<file path="src/rtl/cpa_pkg.sv">
// Shared sizing for the command packet assembler.
// Assumes the longest packet is one opcode word plus eleven parameters.
package cpa_pkg;
    localparam int WORD_W    = 32;
    localparam int OP_W      = 8;
    localparam int MAX_WORDS = 12;
    localparam int CNT_W     = $clog2(MAX_WORDS + 1);
    localparam int IDX_W     = $clog2(MAX_WORDS);

    // Control-port abort encodings
    localparam logic [7:0]        CTL_FULL_RESET = 8'h00;
    localparam logic [7:0]        CTL_CMD_RESET  = 8'h01;
    localparam logic [WORD_W-1:0] CTL_FLUSH_WORD = 32'h0400_0000;
endpackage

</file>
<file path="src/rtl/cpa_len_lut.sv">
// Opcode to parameter-word-count lookup.
// Pure combinational; opcodes in 0x20..0x7F are grouped by fours.
module cpa_len_lut
    import cpa_pkg::*;
(
    input  logic [OP_W-1:0]  opcode,
    output logic [CNT_W-1:0] param_cnt
);
    // Decode the count from the opcode group or from the few single opcodes
    always_comb begin
        param_cnt = '0;
        case (opcode[7:2])
            6'h08: param_cnt = CNT_W'(3);
            6'h09: param_cnt = CNT_W'(6);
            6'h0A: param_cnt = CNT_W'(4);
            6'h0B: param_cnt = CNT_W'(8);
            6'h0C: param_cnt = CNT_W'(5);
            6'h0D: param_cnt = CNT_W'(8);
            6'h0E: param_cnt = CNT_W'(7);
            6'h0F: param_cnt = CNT_W'(11);
            6'h10: param_cnt = CNT_W'(2);
            6'h12, 6'h13, 6'h14: param_cnt = CNT_W'(3);
            6'h16, 6'h17: param_cnt = CNT_W'(4);
            6'h18, 6'h1B, 6'h1D, 6'h1F: param_cnt = CNT_W'(2);
            6'h19: param_cnt = CNT_W'(3);
            6'h1A, 6'h1C, 6'h1E: param_cnt = CNT_W'(1);
            default: begin
                case (opcode)
                    8'h02, 8'hA0, 8'hC0: param_cnt = CNT_W'(2);
                    8'h80:               param_cnt = CNT_W'(3);
                    default:             param_cnt = '0;
                endcase
            end
        endcase
    end
endmodule

</file>
<file path="src/rtl/cpa_ctl_decode.sv">
// Control-port decoder producing the packet abort.
// Abort is combinational so it acts in the same cycle as the control write.
module cpa_ctl_decode
    import cpa_pkg::*;
(
    input  logic              ctl_valid,
    input  logic [WORD_W-1:0] ctl_word,
    output logic              abort
);
    // Flag the two reset commands and the exact flush value
    always_comb begin
        abort = ctl_valid &&
                ((ctl_word[31:24] == CTL_FULL_RESET) ||
                 (ctl_word[31:24] == CTL_CMD_RESET)  ||
                 (ctl_word == CTL_FLUSH_WORD));
    end
endmodule

</file>
<file path="src/rtl/cpa_collector.sv">
// Packet sequencer and word buffer.
// Assumes param_cnt is valid for the opcode in in_word; abort wins over in_valid.
module cpa_collector
    import cpa_pkg::*;
(
    input  logic                        clk,
    input  logic                        rst_n,
    input  logic                        in_valid,
    input  logic [WORD_W-1:0]           in_word,
    input  logic                        abort,
    input  logic [CNT_W-1:0]            param_cnt,
    output logic                        pkt_valid,
    output logic [OP_W-1:0]             pkt_opcode,
    output logic [CNT_W-1:0]            pkt_count,
    output logic [MAX_WORDS*WORD_W-1:0] pkt_words
);
    logic              busy;
    logic [CNT_W-1:0]  remain;
    logic [IDX_W-1:0]  idx;
    logic              wr_en;
    logic [IDX_W-1:0]  wr_idx;
    logic [WORD_W-1:0] slot [MAX_WORDS];

    // Select the buffer slot for an accepted word
    always_comb begin
        wr_en  = in_valid && !abort;
        wr_idx = busy ? idx : '0;
    end

    // Track the pending packet and raise the dispatch strobe
    always_ff @(posedge clk) begin
        if (!rst_n) begin
            busy       <= 1'b0;
            remain     <= '0;
            idx        <= '0;
            pkt_valid  <= 1'b0;
            pkt_count  <= '0;
            pkt_opcode <= '0;
        end else begin
            pkt_valid <= 1'b0;
            if (abort) begin
                busy   <= 1'b0;
                remain <= '0;
                idx    <= '0;
            end else if (in_valid) begin
                if (busy) begin
                    remain <= remain - 1'b1;
                    idx    <= idx + 1'b1;
                    if (remain == CNT_W'(1)) begin
                        busy      <= 1'b0;
                        pkt_valid <= 1'b1;
                        pkt_count <= CNT_W'(idx) + 1'b1;
                    end
                end else begin
                    pkt_opcode <= in_word[WORD_W-1 -: OP_W];
                    if (param_cnt == '0) begin
                        pkt_valid <= 1'b1;
                        pkt_count <= CNT_W'(1);
                    end else begin
                        busy   <= 1'b1;
                        remain <= param_cnt;
                        idx    <= IDX_W'(1);
                    end
                end
            end
        end
    end

    // One storage register per slot, flattened onto the output bus
    for (genvar g = 0; g < MAX_WORDS; g++) begin : g_slot
        always_ff @(posedge clk) begin
            if (wr_en && (wr_idx == IDX_W'(g))) slot[g] <= in_word;
        end
        assign pkt_words[g*WORD_W +: WORD_W] = slot[g];
    end
endmodule

</file>
<file path="src/rtl/cmd_packet_assembler.sv">
// Top level: groups data-port words into command packets.
// Assumes a single clock domain; control aborts act in the cycle they arrive.
module cmd_packet_assembler
    import cpa_pkg::*;
(
    input  logic                        clk,
    input  logic                        rst_n,
    input  logic                        in_valid,
    input  logic [WORD_W-1:0]           in_word,
    input  logic                        ctl_valid,
    input  logic [WORD_W-1:0]           ctl_word,
    output logic                        pkt_valid,
    output logic [OP_W-1:0]             pkt_opcode,
    output logic [CNT_W-1:0]            pkt_count,
    output logic [MAX_WORDS*WORD_W-1:0] pkt_words
);
    logic             abort;
    logic [CNT_W-1:0] param_cnt;

    cpa_ctl_decode u_ctl (
        .ctl_valid (ctl_valid),
        .ctl_word  (ctl_word),
        .abort     (abort)
    );

    cpa_len_lut u_lut (
        .opcode    (in_word[WORD_W-1 -: OP_W]),
        .param_cnt (param_cnt)
    );

    cpa_collector u_col (
        .clk        (clk),
        .rst_n      (rst_n),
        .in_valid   (in_valid),
        .in_word    (in_word),
        .abort      (abort),
        .param_cnt  (param_cnt),
        .pkt_valid  (pkt_valid),
        .pkt_opcode (pkt_opcode),
        .pkt_count  (pkt_count),
        .pkt_words  (pkt_words)
    );
endmodule

</file>
<file path="config.mk">
export PLATFORM = sky130hd
export DESIGN_NAME = cmd_packet_assembler
export DESIGN_NICKNAME = d
export VERILOG_FILES = /design/src/rtl/cpa_pkg.sv /design/src/rtl/cpa_len_lut.sv /design/src/rtl/cpa_ctl_decode.sv /design/src/rtl/cpa_collector.sv /design/src/rtl/cmd_packet_assembler.sv
export SDC_FILE = /design/constraint.sdc
export NUM_CORES = 1
export LEC_CHECK = 0
export BUFFER_PORTS_ARGS = -buffer_cell sky130_fd_sc_hd__buf_2
export CORE_ASPECT_RATIO = 0.6
export CORE_MARGIN = 5
export CORE_UTILIZATION = 51
export DETAILED_ROUTE_END_ITERATION = 16
export HOLD_SLACK_MARGIN = 0.1
export PLACE_DENSITY_LB_ADDON = 0.15
export SYNTH_ARGS = -nofsm -noshare
export SYNTH_HDL_FRONTEND = slang
export SYNTH_SLANG_ARGS = --single-unit
</file>
<file path="constraint.sdc">
create_clock -name clk -period 12.64 [get_ports clk]
set_input_delay 0.632 -clock clk [delete_from_list [all_inputs] [get_ports clk]]
set_output_delay 0.632 -clock clk [all_outputs]
set_load 0.01 [all_outputs]
</file>
## Word-level counts from Yosys, hierarchy flattened

Memory sizes are Yosys's and may differ from the RTL's.
Cells that the tools add are included.

| storage, ports and cells | value |
|---|---|
| bits in registers | 22 |
| RAM bits | 384 |
| memories | 1 |

| operators by class | value |
|---|---|
| add/sub/neg operators | 2 |
| equality and inequality tests | 42 |
| multiplexer cells | 73 |
| bitwise logic cells | 4 |
| reduce and logical (&&, ||, !) cells | 43 |

Memory list:

| name | words | width | read ports | clocked after memory_dff | write ports | line | RTL |
|---|---|---|---|---|---|---|---|
| u_col.slot | 12 | 32 | 12 | 0 | 1 | cpa_collector.sv:22 | `logic [WORD_W-1:0] slot [MAX_WORDS];` |

Operator list:

| operator | count |
|---|---|
| $mux W32 | 11 |
| $reduce_or A32 Y1 | 11 |
| $eq A6 B5 Y1 const B | 14 |
| $mux W4 | 19 |
| $eq A6 B4 Y1 const B | 8 |
| $mux W1 | 41 |
| $pmux W4 S9 | 1 |
| $eq A32 B27 Y1 const B | 1 |
| $eq A8 B8 Y1 const B | 3 |
| $eq A4 B3 Y1 const B | 4 |
| $eq A4 B4 Y1 const B | 4 |
| $logic_and A1 B1 Y1 | 14 |
| $reduce_or A3 Y1 | 4 |
| $reduce_or A5 Y1 | 2 |
| $eq A4 B1 Y1 const B | 2 |
| $eq A4 B2 Y1 const B | 2 |
| $eq A8 B1 Y1 const B | 1 |
| $eq A8 B2 Y1 const B | 1 |
| $logic_not A4 Y1 | 2 |
| $logic_not A8 Y1 | 1 |
| $add A4 B1 Y4 const B | 1 |
| $not A1 Y1 | 4 |
| $pmux W2 S2 | 1 |
| $reduce_and A4 Y1 | 1 |
| other kinds (9) | 11 |

## Longest topological paths before layout

| depth | value |
|---|---|
| word-level depth | 21 |
| mapped depth | 7 |
| gate-level depth less buffers | 6 |

## Hierarchy

A second synthesis with hierarchy kept.

| second synthesis, totals | value |
|---|---|
| cells, all modules | 569 |
| area total of the unflattened synthesis | 13032.5 um^2 |

Modules (own cells, without submodules):

| module | instances | cells an instance | area each (um^2) | sequential area each (um^2) |
|---|---|---|---|---|
| cpa_collector | 1 | 517 | 12688.4 | 11971.5 |
| cpa_len_lut | 1 | 39 | 267.8 | 0.0 |
| cpa_ctl_decode | 1 | 13 | 76.3 | 0.0 |

## Worst setup path before layout

Ideal clock, no wire load.

| timing | value |
|---|---|
| path kind | input-to-reg |
| start point | input port ctl_word[26] |
| end point | memory u_col.slot[1][0] (netlist: u_col.slot[0][32]) (enable) |
| library setup time | 0.502 ns |
| data arrival time | 4.360 ns |
| slack | 7.779 ns |
| stages | 6 |
| buffers on the path | 0 |
| path through | nor4b_1 > nand4_1 > o22ai_1 > nand2_1 > nand4_1 > nor4_1 |

| between the ends | value |
|---|---|
| cells in the longest elaborated chain, start to end | 21 |

RTL lines:

| what | line | RTL |
|---|---|---|
| from (decl) | cmd_packet_assembler.sv:11 | `input logic [WORD_W-1:0] ctl_word,` |
| $eq A8 B1 Y1 / $logic_not A8 Y1 (equally long branches) | cpa_ctl_decode.sv:14, cpa_ctl_decode.sv:13 |  |
| $logic_or A1 B1 Y1 | cpa_ctl_decode.sv:13 | `((ctl_word[31:24] == CTL_FULL_RESET) \|\|` |
| $logic_or A1 B1 Y1 * | cpa_ctl_decode.sv:14 | `(ctl_word[31:24] == CTL_CMD_RESET) \|\|` |
| $logic_and A1 B1 Y1 * | cpa_ctl_decode.sv:12 | `abort = ctl_valid &&` |
| $logic_not A1 Y1 * | cpa_collector.sv:26 | `wr_en = in_valid && !abort;` |
| $logic_and A1 B1 Y1 * | cpa_collector.sv:26 |  |
| $logic_and A1 B1 Y1 | cpa_collector.sv:72 | `if (wr_en && (wr_idx == IDX_W'(g))) slot[g] <= in_word;` |
| $mux W1 | cpa_collector.sv:72 |  |
| $mux W1 (implied by the code) | cpa_collector.sv:72 |  |
| $reduce_or A32 Y1 (no source line) | -- |  |
| $mux W4 (no source line) / $mux W1 (equally long branches) (11 in a row) | -- |  |
| to (decl) | cpa_collector.sv:22 |  |

Mark *: on every way between the ends. The rest lies on a longest branch, timed or not.

## Worst setup path in the final report

| timing | value |
|---|---|
| start point | register u_col.busy |
| end point | memory u_col.slot[6][27] (netlist: u_col.slot[1][91]) (enable) |

| between the ends | value |
|---|---|
| cells in the longest elaborated chain, start to end | 17 |

RTL lines:

| what | line | RTL |
|---|---|---|
| from (decl) | cpa_collector.sv:17 | `logic busy;` |
| from (signal assigned) | cpa_collector.sv:33 | `busy <= 1'b0;` |
| from (signal assigned) | cpa_collector.sv:42 | `busy <= 1'b0;` |
| from (signal assigned) | cpa_collector.sv:50 | `busy <= 1'b0;` |
| $mux W4 * | cpa_collector.sv:27 | `wr_idx = busy ? idx : '0;` |
| $eq A4 B1 Y1 | cpa_collector.sv:72 |  |
| $logic_and A1 B1 Y1 | cpa_collector.sv:72 |  |
| $mux W1 | cpa_collector.sv:72 |  |
| $mux W1 (implied by the code) | cpa_collector.sv:72 |  |
| $reduce_or A32 Y1 (no source line) | -- |  |
| $mux W4 (no source line) / $mux W1 (equally long branches) (11 in a row) | -- |  |

Marks and branches as above.

==> impl_metrics.env <==
export IMPL_worstPathRequired_ps=12810
export IMPL_portBuffers=464
export IMPL_hold_path_class="input pin to flop"
export IMPL_finalHoldViolCount=0
export IMPL_cts_sinks=406
export IMPL_synth_ff_type="edfxtp_1"
export IMPL_relSlewSlack_pct=19.1
export IMPL_power_frac_clock_pct=39.6
export IMPL_syn_num_nets=652
export IMPL_ant_nets=0
export IMPL_antennaDiodeCount=0
export IMPL_dpl_hpwl_um=25700
export IMPL_ys_types=53
export IMPL_drive_gt1_share_pct=49.9
export IMPL_cts_buffer_depth=3
export IMPL_cts_root_buf="clkbuf_16"
export IMPL_status="finished, final reports clean"
export IMPL_antenna_found_initial=0
export IMPL_synth_ff_latch_count=406
export IMPL_worstPathArrival_ps=3100
export IMPL_htreeDepth=2
export IMPL_cp_top_family="simple AND/OR/NAND/NOR gates"
export IMPL_drt_first_pass_iters=6
export IMPL_syn_area_um2=13100
export IMPL_ctsHoldBuffers=0
export IMPL_synth_top_family_by_area="simple AND/OR/NAND/NOR gates"
export IMPL_maxCapViolations=0
export IMPL_end_kind="flop"
export IMPL_crit_path_max_incr_delay_ps=810
export IMPL_via_count=7547
export IMPL_p_per_area_nw_per_um2=154
export IMPL_post_cts_resized=0
export IMPL_postCtsSetupRepairBufs=0
export IMPL_routabilityCongestion=0.885
export IMPL_grt_pass1_wl_um=52100
export IMPL_crit_start="u_col.busy"
export IMPL_p_int_mw=2.07
export IMPL_tns_ps=0
export IMPL_switchingPower_mw=0.534
export IMPL_dieArea_um2=29000
export IMPL_synth_compound_area_share_pct=2.41
export IMPL_synthMuxAreaShare_pct=0.383
export IMPL_clk_pin_slew_ps=70
export IMPL_peakVddDrop_uv=94.2
export IMPL_wl_um=37000
export IMPL_rows=45
export IMPL_routedWlPerCell_um=25.8
export IMPL_synth_adder_area_share_pct=0.287
export IMPL_area_growth_pct=30.0
export IMPL_critPathBufInv=1
export IMPL_p_comb_share_pct=3.2
export IMPL_min_from="in_word[15]"
export IMPL_r2r_start="u_col.busy"
export IMPL_path_cells="nand4b_1 > nor3_2 > buf_4"
export IMPL_cp_start_kind="flop"
export IMPL_grt_pass1_vias=7298
export IMPL_insertion_delay_ps=520
export IMPL_globalRoute_totalOverflow=0
export IMPL_fin_nets=1150
export IMPL_worstMarginPinSlew_ps=1210
export IMPL_viasPerCell=5.26
export IMPL_final_setup_viol_count=0
export IMPL_cts_tree="built"
export IMPL_drt_initial_drc_count=828
export IMPL_track_usage_pct=24.6
export IMPL_swShare_pct=20.5
export IMPL_slew_violations=0
export IMPL_cts_buffers=36
export IMPL_p_seq_share_pct=57.1
export IMPL_syn_avg_cell_area_um2=22.5
export IMPL_yosysWarnings=0
export IMPL_die_y_um=134
export IMPL_period_needed_ps=2930
export IMPL_yosys_area_share_simple_pct=4.33
export IMPL_layoutNonFillerInstCount=1435
export IMPL_finalCoreUtilization_pct=67.2
export IMPL_initial_core_util_pct=51.7
export IMPL_finClkSkew_ps=19.8
export IMPL_ys_seq_area_share_pct=91.6
export IMPL_synth_edf_count=384
export IMPL_synth_xor_area_share_pct=0.201
export IMPL_critical_path_class="flop to flop"
export IMPL_timing_fmax_mhz=341
export IMPL_async_flop_share_pct=0
export IMPL_die_w_um=217
export IMPL_ios=465
export IMPL_post_route_period_util_pct=23.2
export IMPL_grt_max_degree=33
export IMPL_drc=0
export IMPL_synth_cells=581
export IMPL_worst_path_max_fanout=25
export IMPL_core_area_um2=25300
export IMPL_dp_cells=1370
export IMPL_slowest_stage="dfxtp_1"
export IMPL_rsz0062_at_grt="no"
export IMPL_power_leakage_nw=6.43
==> metrics by stage <==
step | total power [mW] | worst slack, ps | hold WS, ps | instance area [um2]
global route | 2.69 | 9490 | 426 | 17000
global placement | 1.60 | 9400 | 444 | 15900
detailed placement | 1.60 | 9300 | 451 | 15900
floorplan | 1.55 | 7780 | 449 | 13100
CTS | 2.63 | 9720 | 415 | 17000
finish | 2.61 | 9710 | 439 | 17000
==> synthesized netlist by cell type, drive strengths merged, types with 3 or more instances <==
| library cell | number | share of area (%) |
|---|---|---|
| nor2 | 15 | 0.45 |
| nor4 | 7 | 0.38 |
| nand2 | 24 | 0.69 |
| or4 | 3 | 0.26 |
| nor2b | 3 | 0.14 |
| o211ai | 3 | 0.21 |
| buf | 5 | 0.23 |
| ha | 3 | 0.29 |
| mux2i | 5 | 0.38 |
| nand3 | 19 | 0.73 |
| a21oi | 4 | 0.15 |
| inv | 8 | 0.23 |
| nand4 | 4 | 0.24 |
| clkbuf | 10 | 0.29 |
| edfxtp | 384 | 88 |
| nor3 | 9 | 0.34 |
| a211oi | 3 | 0.17 |
| nand2b | 5 | 0.24 |
| o21ai | 12 | 0.46 |
| nor4b | 3 | 0.25 |
| dfxtp | 22 | 3.4 |
==> placed cells by master, fill, tap and decap left out, drive strengths merged, types with 2 or more instances in the layout <==
master    instances
dfxtp            22
a22oi             2
xor2              2
a211oi            3
nor3              9
inv              13
o31ai             2
clkinv           13
nand2b            5
nor4b             3
nand2            24
o21ai            12
edfxtp          384
nand3            19
nand4             4
buf             475
and3              2
nor4              7
nor3b             2
clkbuf           44
ha                3
nor2             15
nor2b             3
o41ai             2
mux2i             5
o311ai            2
a31oi             2
o211ai            3
a21oi             4
or3               2
clkinvlp          2
or4               3
==> layer usage <==
metal	share of wire [%]	global-route usage [%]
met1	43	35.4
met2	45	36.8
met3	11	9.65
met4	1.3	4.62
met5	0	0
==> flip-flops by register name, indices dropped and copies added (netlist names) <==
name              flops
u_col.busy            1
u_col.idx             4
u_col.pkt_count       4
u_col.pkt_opcode      8
u_col.pkt_valid       1
u_col.remain          4
u_col.slot          384
==> path summary, 6_finish.rpt <==
kind	endpoint	slack (ps)	cells past startpoint
hold / removal	u_col.slot[0][15]	440	1
hold reg to reg	u_col.pkt_opcode[3]	460	2
setup reg to reg	u_col.slot[1][91]	9710	3
setup / recovery	u_col.slot[1][91]	9710	3
==> cell families (layout without fill, tap and decap cells) <==
family	count (synthesis)	in the layout
AO/OA/AOI/OAI	39	39
XOR/XNOR	3	3
adder cells (fa/ha/maj)	3	3
buffers and inverters	23	548
flip-flops	406	406
multiplexers	5	5
AND/OR/NAND/NOR	102	102
==> area by class of cell <==
type,count,area [um2]
Clock buffer,44,952
Timing Repair Buffer,475,2400
Sequential cell,406,12000
Multi-Input combinational cell,152,1070
Inverter,8,30.0
Clock inverter,21,148
Fill cell,1704,8300
Tap cell,329,412
==> power groups by stage <==
stage          sequential (mW)  clock, mW  combinational (mW)
2_1_floorplan             1.52          0              0.0300
3_3_place_gp              1.52          0              0.0841
3_5_place_dp              1.52          0              0.0848
4_1_cts                   1.49       1.05              0.0847
5_1_grt                   1.49       1.11              0.0920
6_report                  1.49       1.03              0.0846
Power figures use the tool's default switching activity.
